--- src/rtl/exc_pkg.sv ---
package exc_pkg;
  localparam int XLEN  = 64;
  localparam int OFS_W = 12;

  typedef enum logic [2:0] {
    CS_MCHK  = 3'd0,
    CS_DSTOR = 3'd1,
    CS_ISTOR = 3'd2,
    CS_ALIGN = 3'd3,
    CS_PROG  = 3'd4,
    CS_FPUN  = 3'd5,
    CS_SCALL = 3'd6,
    CS_FPAS  = 3'd7
  } cause_e;

  typedef enum logic [1:0] {
    SRC_NONE = 2'd0,
    SRC_SYNC = 2'd1,
    SRC_EXT  = 2'd2,
    SRC_DEC  = 2'd3
  } src_e;

  // state bit indices, converted from big-endian numbering
  localparam int M_SF   = XLEN - 1 - 0;
  localparam int M_POW  = XLEN - 1 - 45;
  localparam int M_EN   = XLEN - 1 - 48;
  localparam int M_PR   = XLEN - 1 - 49;
  localparam int M_FP   = XLEN - 1 - 50;
  localparam int M_FE0  = XLEN - 1 - 52;
  localparam int M_SE   = XLEN - 1 - 53;
  localparam int M_BE   = XLEN - 1 - 54;
  localparam int M_FE1  = XLEN - 1 - 55;
  localparam int M_PF   = XLEN - 1 - 57;
  localparam int M_IR   = XLEN - 1 - 58;
  localparam int M_DR   = XLEN - 1 - 59;
  localparam int M_RC   = XLEN - 1 - 62;

  function automatic logic [XLEN-1:0] clear_mask();
    logic [XLEN-1:0] m;
    m = '0;
    m[M_POW] = 1'b1; m[M_EN]  = 1'b1; m[M_PR] = 1'b1; m[M_FP] = 1'b1;
    m[M_FE0] = 1'b1; m[M_SE]  = 1'b1; m[M_BE] = 1'b1; m[M_FE1] = 1'b1;
    m[M_IR]  = 1'b1; m[M_DR]  = 1'b1; m[M_RC] = 1'b1;
    return m;
  endfunction

  function automatic logic [XLEN-1:0] keep_mask();
    logic [XLEN-1:0] m;
    for (int n = 0; n < XLEN; n++)
      m[XLEN-1-n] = (n <= 32) || (n >= 37 && n <= 41) || (n >= 48);
    return m;
  endfunction
endpackage

--- src/rtl/exc_arb.sv ---
module exc_arb
  import exc_pkg::*;
(
  input  logic sync_req,
  input  logic ext_req,
  input  logic dec_req,
  input  logic ints_on,
  input  logic busy,
  output src_e src,
  output logic accept
);
  always_comb begin
    src = SRC_NONE;
    if (!busy) begin
      if (sync_req)                src = SRC_SYNC;
      else if (ext_req && ints_on) src = SRC_EXT;
      else if (dec_req && ints_on) src = SRC_DEC;
    end
    accept = (src != SRC_NONE);
  end
endmodule

--- src/rtl/exc_vec_calc.sv ---
module exc_vec_calc
  import exc_pkg::*;
#(
  parameter int BASE_ONES = 44
) (
  input  src_e            src,
  input  cause_e          cause,
  input  logic            prefix_on,
  output logic [XLEN-1:0] target
);
  localparam logic [XLEN-1:0] BASE_VAL =
    {{BASE_ONES{1'b1}}, {(XLEN-BASE_ONES){1'b0}}};

  logic [OFS_W-1:0] offset;

  always_comb begin
    unique case (src)
      SRC_EXT: offset = 12'h500;
      SRC_DEC: offset = 12'h900;
      default: begin
        unique case (cause)
          CS_MCHK:  offset = 12'h200;
          CS_DSTOR: offset = 12'h300;
          CS_ISTOR: offset = 12'h400;
          CS_ALIGN: offset = 12'h600;
          CS_PROG:  offset = 12'h700;
          CS_FPUN:  offset = 12'h800;
          CS_SCALL: offset = 12'hC00;
          default:  offset = 12'hE00;
        endcase
      end
    endcase
    target = (prefix_on ? BASE_VAL : '0) + XLEN'(offset);
  end
endmodule

--- src/rtl/exc_state_calc.sv ---
module exc_state_calc
  import exc_pkg::*;
(
  input  src_e            src,
  input  cause_e          cause,
  input  logic [2:0]      reason,
  input  logic [XLEN-1:0] old_state,
  output logic [XLEN-1:0] new_state,
  output logic [XLEN-1:0] saved_state
);
  localparam logic [XLEN-1:0] CLR  = clear_mask();
  localparam logic [XLEN-1:0] KEEP = keep_mask();

  logic [XLEN-1:0] why;

  always_comb begin
    why = '0;
    if (src == SRC_SYNC && cause == CS_ISTOR) begin
      unique case (reason)
        3'd0:    why[XLEN-1-33] = 1'b1;
        3'd1:    why[XLEN-1-35] = 1'b1;
        3'd2:    why[XLEN-1-36] = 1'b1;
        3'd3:    why[XLEN-1-43] = 1'b1;
        default: why = '0;
      endcase
    end else if (src == SRC_SYNC && cause == CS_PROG) begin
      unique case (reason)
        3'd0:    why[XLEN-1-44] = 1'b1;
        3'd1:    why[XLEN-1-45] = 1'b1;
        3'd2:    why[XLEN-1-46] = 1'b1;
        default: why = '0;
      endcase
    end
    new_state         = old_state & ~CLR;
    new_state[M_SF]   = 1'b1;
    saved_state       = (old_state & KEEP) | why;
  end
endmodule

--- src/rtl/exc_fault_calc.sv ---
module exc_fault_calc
  import exc_pkg::*;
#(
  parameter int SW = 32
) (
  input  src_e            src,
  input  cause_e          cause,
  input  logic [2:0]      reason,
  input  logic            store,
  input  logic [XLEN-1:0] ea,
  input  logic [SW-1:0]   status_q,
  input  logic [XLEN-1:0] addr_q,
  output logic [SW-1:0]   status_d,
  output logic [XLEN-1:0] addr_d
);
  logic [SW-1:0] code;

  always_comb begin
    code = '0;
    unique case (reason)
      3'd0:    code[SW-1-0]  = 1'b1;
      3'd1:    code[SW-1-1]  = 1'b1;
      3'd2:    code[SW-1-4]  = 1'b1;
      3'd3:    code[SW-1-11] = 1'b1;
      3'd4:    code[SW-1-10] = 1'b1;
      3'd5:    code[SW-1-12] = 1'b1;
      default: code = '0;
    endcase
    code[SW-1-6] = store;

    status_d = status_q;
    addr_d   = addr_q;
    if (src == SRC_SYNC && cause == CS_DSTOR) begin
      status_d = code;
      addr_d   = ea;
    end else if (src == SRC_SYNC && cause == CS_ALIGN) begin
      status_d = '0;
      addr_d   = ea;
    end
  end
endmodule

--- src/rtl/exc_entry_seq.sv ---
module exc_entry_seq
  import exc_pkg::*;
#(
  parameter int SW         = 32,
  parameter int BASE_ONES  = 44,
  parameter int SCALL_STEP = 4
) (
  input  logic                 clk,
  input  logic                 rst_n,
  input  logic                 exc_valid,
  input  logic [2:0]           exc_cause,
  input  logic [2:0]           exc_reason,
  input  logic                 exc_store,
  input  logic [XLEN-1:0]      cur_pc,
  input  logic [XLEN-1:0]      fault_ea,
  input  logic [XLEN-1:0]      state_in,
  input  logic                 ext_irq,
  input  logic                 dec_irq,
  output logic [XLEN-1:0]      save_pc,
  output logic [XLEN-1:0]      save_state,
  output logic [XLEN-1:0]      state_out,
  output logic [SW-1:0]        fault_status,
  output logic [XLEN-1:0]      fault_addr,
  output logic [XLEN-1:0]      redirect_pc,
  output logic                 redirect,
  output logic                 busy,
  output logic                 ext_taken,
  output logic                 dec_taken,
  output logic                 unrecoverable
);
  cause_e          cause;
  src_e            src;
  logic            accept;
  logic [XLEN-1:0] tgt_d, nstate_d, sstate_d, spc_d, faddr_d;
  logic [SW-1:0]   fstat_d;
  logic            is_scall;

  assign cause = cause_e'(exc_cause);

  exc_arb u_arb (
    .sync_req (exc_valid),
    .ext_req  (ext_irq),
    .dec_req  (dec_irq),
    .ints_on  (state_in[M_EN]),
    .busy     (busy),
    .src      (src),
    .accept   (accept)
  );

  exc_vec_calc #(.BASE_ONES(BASE_ONES)) u_vec (
    .src       (src),
    .cause     (cause),
    .prefix_on (state_in[M_PF]),
    .target    (tgt_d)
  );

  exc_state_calc u_state (
    .src         (src),
    .cause       (cause),
    .reason      (exc_reason),
    .old_state   (state_in),
    .new_state   (nstate_d),
    .saved_state (sstate_d)
  );

  exc_fault_calc #(.SW(SW)) u_fault (
    .src      (src),
    .cause    (cause),
    .reason   (exc_reason),
    .store    (exc_store),
    .ea       (fault_ea),
    .status_q (fault_status),
    .addr_q   (fault_addr),
    .status_d (fstat_d),
    .addr_d   (faddr_d)
  );

  always_comb begin
    is_scall = (src == SRC_SYNC) && (cause == CS_SCALL);
    spc_d    = is_scall ? cur_pc + XLEN'(SCALL_STEP) : cur_pc;
  end

  // architectural registers, loaded only on acceptance
  always_ff @(posedge clk or negedge rst_n) begin
    if (!rst_n) begin
      save_pc      <= '0;
      save_state   <= '0;
      state_out    <= '0;
      fault_status <= '0;
      fault_addr   <= '0;
      redirect_pc  <= '0;
    end else if (accept) begin
      save_pc      <= spc_d;
      save_state   <= sstate_d;
      state_out    <= nstate_d;
      fault_status <= fstat_d;
      fault_addr   <= faddr_d;
      redirect_pc  <= tgt_d;
    end
  end

  // one-cycle pulses
  always_ff @(posedge clk or negedge rst_n) begin
    if (!rst_n) begin
      redirect      <= 1'b0;
      busy          <= 1'b0;
      ext_taken     <= 1'b0;
      dec_taken     <= 1'b0;
      unrecoverable <= 1'b0;
    end else begin
      redirect      <= accept;
      busy          <= accept;
      ext_taken     <= accept && (src == SRC_EXT);
      dec_taken     <= accept && (src == SRC_DEC);
      unrecoverable <= accept && !state_in[M_RC];
    end
  end

  assert_pulse_single_R14: assert property (@(posedge clk) disable iff (!rst_n)
    redirect |=> !redirect);

  assert_busy_blocks_R14: assert property (@(posedge clk) disable iff (!rst_n)
    busy |-> !accept);

  assert_ext_gated_R7: assert property (@(posedge clk) disable iff (!rst_n)
    accept && (src == SRC_EXT) |=> ext_taken && $past(state_in[M_EN]));

  assert_new_state_R4: assert property (@(posedge clk) disable iff (!rst_n)
    redirect |-> state_out[M_SF] && !state_out[M_EN] && !state_out[M_RC]);

  assert_base_bits_R3: assert property (@(posedge clk) disable iff (!rst_n)
    accept |=> (redirect_pc[XLEN-1 -: BASE_ONES] ==
                {BASE_ONES{$past(state_in[M_PF])}}));

  assert_scall_step_R6: assert property (@(posedge clk) disable iff (!rst_n)
    accept && is_scall |=> save_pc == $past(cur_pc) + XLEN'(SCALL_STEP));

  assert_unrec_pulse_R13: assert property (@(posedge clk) disable iff (!rst_n)
    unrecoverable |-> redirect);
endmodule

--- config.mk ---
export PLATFORM = sky130hd
export DESIGN_NAME = exc_entry_seq
export DESIGN_NICKNAME = d
export VERILOG_FILES = /design/src/rtl/exc_pkg.sv /design/src/rtl/exc_arb.sv /design/src/rtl/exc_vec_calc.sv /design/src/rtl/exc_state_calc.sv /design/src/rtl/exc_fault_calc.sv /design/src/rtl/exc_entry_seq.sv
export SDC_FILE = /design/constraint.sdc
export NUM_CORES = 1
export LEC_CHECK = 0
export BUFFER_PORTS_ARGS = -buffer_cell sky130_fd_sc_hd__buf_2
export CELL_PAD_IN_SITES_DETAIL_PLACEMENT = 0
export CELL_PAD_IN_SITES_GLOBAL_PLACEMENT = 1
export CORE_AREA = 2 2 219 221
export CTS_CLUSTER_DIAMETER = 50
export DETAILED_ROUTE_END_ITERATION = 10
export DIE_AREA = 0 0 221 223
export GPL_TIMING_DRIVEN = 0
export MAX_ROUTING_LAYER = met4
export PLACE_DENSITY = 0.68
export SLEW_MARGIN = 20
export SYNTH_ARGS = -nofsm -noshare
export SYNTH_HDL_FRONTEND = slang
export SYNTH_SLANG_ARGS = --single-unit
--- constraint.sdc ---
create_clock -name clk -period 4 [get_ports clk]
set_input_delay 0.8 -clock clk [delete_from_list [all_inputs] [get_ports clk]]
set_output_delay 0.8 -clock clk [all_outputs]
set_load 0.005 [all_outputs]
==> impl_metrics.yaml <==
cells_and_area:
  syn_to_final_growth_pct: 44.0
  final_common_cell: "buf_2"
  layout_common_cells: "buf_2, nand2_1, dfrtp_1, buf_4, o21ai_0"
  num-nets-final: 2051
  drive_gt1_share_pct: 38.9
drt:
  routed_via_density: 4.22
  drc: 0
  drt_iter0_markers: 707
  post_drt_wl_per_cell_um: 16.3
  vias: 10500
  wirelength_um: 40400
  firstDrtPassIters: 5
  detail-route-antenna-nets: 0
power:
  p_leak_nw: 8.17
  p_int_w: 0.00542
  p_total_w: 0.00773
  switching_share_pct: 29.8
  clkPwrFrac_pct: 39.8
  p_comb_share_pct: 23.3
  p_seq_share_pct: 36.9
  vdd_drop_max_mv: 0.252
  power-per-cell-area_nw_per_um2: 499
  p_sw_w: 0.00231
floorplanning:
  die_area_um2: 49300
  die_width_um: 221
  core_um2: 47100
  start_util_pct: 22.8
  die_y_um: 223
  rows: 80
  io_pins: 561
placement:
  hpwl_um: 31600
  portBuffers: 500
  place.gp.congestion: 0.841
sta:
  worst_slew_pin_slew_ns: 1.06
  hold_viol: 0
  max_freq_mhz: 304
  finalClockSkew_ns: 0.00974
  drv_slew: 0
  setup_viol: 0
  relSlewSlack_pct: 29.0
  rsz0062_at_grt: "false"
  finalCriticalPeriod_ns: 3.29
  fin_crit_sh_pct: 82.2
  hold_ws_ns: 0.185
critical_path:
  cp-end-kind: "flip-flop"
  cp.arrival_ns: 3.73
  r2r_cells: 7
  crit_start: "dec_irq"
  crit_type: "in -> reg"
  cp-start-kind: "input pin"
  cp_max_fo: 10
  required_ns: 4.44
  reg2reg_to: "save_pc[47]$_DFFE_PN0P_"
  timing.rr.start: "busy$_DFF_PN0_"
  rrSetupSlack_ns: 0.92
clock_network:
  cts-resized-gates: 0
  hold_buffers: 0
  cts_max_path_buffers: 3
  cts.sinks: 214
  clock-root-buffer: "clkbuf_16"
  postCtsSetupBuffers: 0
  numCtsBuffers: 34
  clk_latency_ns: 0.53
  cts_tree: "done"
  clk_pin_slew_ns: 0.06
  cts_max_level: 2
synthesis:
  ys_seq_area_share_pct: 49.8
  synth_area_leaders: "dfrtp_1, nand2_1, buf_4"
  postSynthCellCount: 1254
  synthFlopType: "dfrtp_1"
  ys_ff_latch: 214
  synth_edf_count: 0
  synth.distinct_cells: 55
  yosysTopAreaCell: "dfrtp_1"
  yosysWarnings: 0
  syn_area_um2: 10800
  synth_top_area_share_pct: 49.8
  syn_avg_cell_area_um2: 8.58
  async_flop_share_pct: 100
global_routing:
  antenna_found_initial: 1
  grt_pass1_wl_um: 61300
  grt_max_degree: 88
  grt_pass1_vias: 10200
  grt_overflow: 0
  grt.total_usage_pct: 16.4
outcome:
  outcome: "completed"
flow_run:
  max-cap-violations: 0
hold_path:
  hp-class: "in -> async"
## worst max-delay path: stages
cell and delay [ns]:
buf_2 0.13, o21ai_0 0.39, a21o_1 0.46, clkbuf_1 0.41
clkbuf_1 0.84, clkbuf_1 0.50, nand2_1 0.09, o21ai_0 0.09
## how the worst max path moves through the flow
stage                                      to  slack, ns
floorplan             save_pc[51]$_DFFE_PN0P_       1.20
global placement    state_out[22]$_DFFE_PN0P_      -1.96
detailed placement    save_pc[47]$_DFFE_PN0P_       0.08
CTS                   save_pc[47]$_DFFE_PN0P_       0.64
global route          save_pc[47]$_DFFE_PN0P_       0.44
finish                save_pc[47]$_DFFE_PN0P_       0.71
## final cells by class
class	instances	area, um2
flip-flops and latches	214	5360
inverters	9	33.8
clock buffers	41	938
multi-input cells	883	4280
plain buffers	202	1310
fillers	5101	31700
repair buffers	502	2570
diodes	2	5.00
well taps	615	769
clock inverters	19	230
## through the flow
| stage | cells | setup TNS, ns | area [um2] | setup slack (ns) | util [%] |
|---|---|---|---|---|---|
| final | 2487 | 0 | 15500 | 0.714 | 32.9 |
| after global routing | 2486 | 0 | 15500 | 0.442 | 32.9 |
| after CTS | 2485 | 0 | 15500 | 0.636 | 32.8 |
| after detailed placement | 2425 | 0 | 14300 | 0.0831 | 30.3 |
| after global placement | 2423 | -411.40 | 14200 | -1.96 | 30.2 |
| after floorplan | 1308 | 0 | 11000 | 1.20 | - |
## power groups by stage
stage | combinational [W] | clock, W | sequential (W)
2_1_floorplan | 0.000792 | 0 | 0.00289
3_5_place_dp | 0.00183 | 0 | 0.00289
5_1_grt | 0.00201 | 0.00327 | 0.00291
3_3_place_gp | 0.00182 | 0 | 0.00287
6_report | 0.00180 | 0.00308 | 0.00285
4_1_cts | 0.00183 | 0.00317 | 0.00286
## cell families (layout without fill, tap and decap cells)
| logic type | Yosys count | in the layout | synth area share, % |
|---|---|---|---|
| flops | 214 | 214 | 49.8 |
| mux | 7 | 7 | 0.698 |
| simple gates | 681 | 681 | 28.2 |
| other cells | 1 | 57 | 0.0349 |
| buf+inv | 211 | 773 | 12.5 |
| fa+ha+maj | 1 | 1 | 0.116 |
| compound gates | 97 | 97 | 5.24 |
| xor+xnor | 42 | 42 | 3.42 |
## cells in the mapped netlist (4+ instances only)
library cell / number
a22o_1: 6
or2_2: 4
nor2_1: 35
nand4_1: 31
and4_1: 11
nand3_1: 32
clkbuf_1: 50
or3_1: 18
xor2_1: 12
and3_1: 13
o21ai_0: 61
xnor2_1: 30
nand2b_1: 4
buf_1: 4
nor3_1: 16
and2_1: 5
a31oi_1: 11
or4_1: 7
nand2_1: 470
inv_1: 8
nor4_1: 16
mux2_2: 4
buf_4: 143
a21oi_1: 6
dfrtp_1: 214
## layer usage
metal,vias to the layer above,wire (um),part of all wire [%],GRT usage (%)
met3,46,2970,7.3,4.17
met4,0,801,2.0,4.55
met2,431,19300,48,26.3
li1,5129,-,-,-
met5,-,0,0,-
met1,4895,17400,43,20.5
## sequential cells by signal, summed over array words and instances, names as in the netlist
name,cells
redirect_pc,4
busy,1
ext_taken,1
dec_taken,1
fault_status,7
unrecoverable,1
state_out,53
save_state,18
fault_addr,64
save_pc,64
(Power assumes the default switching activity.)
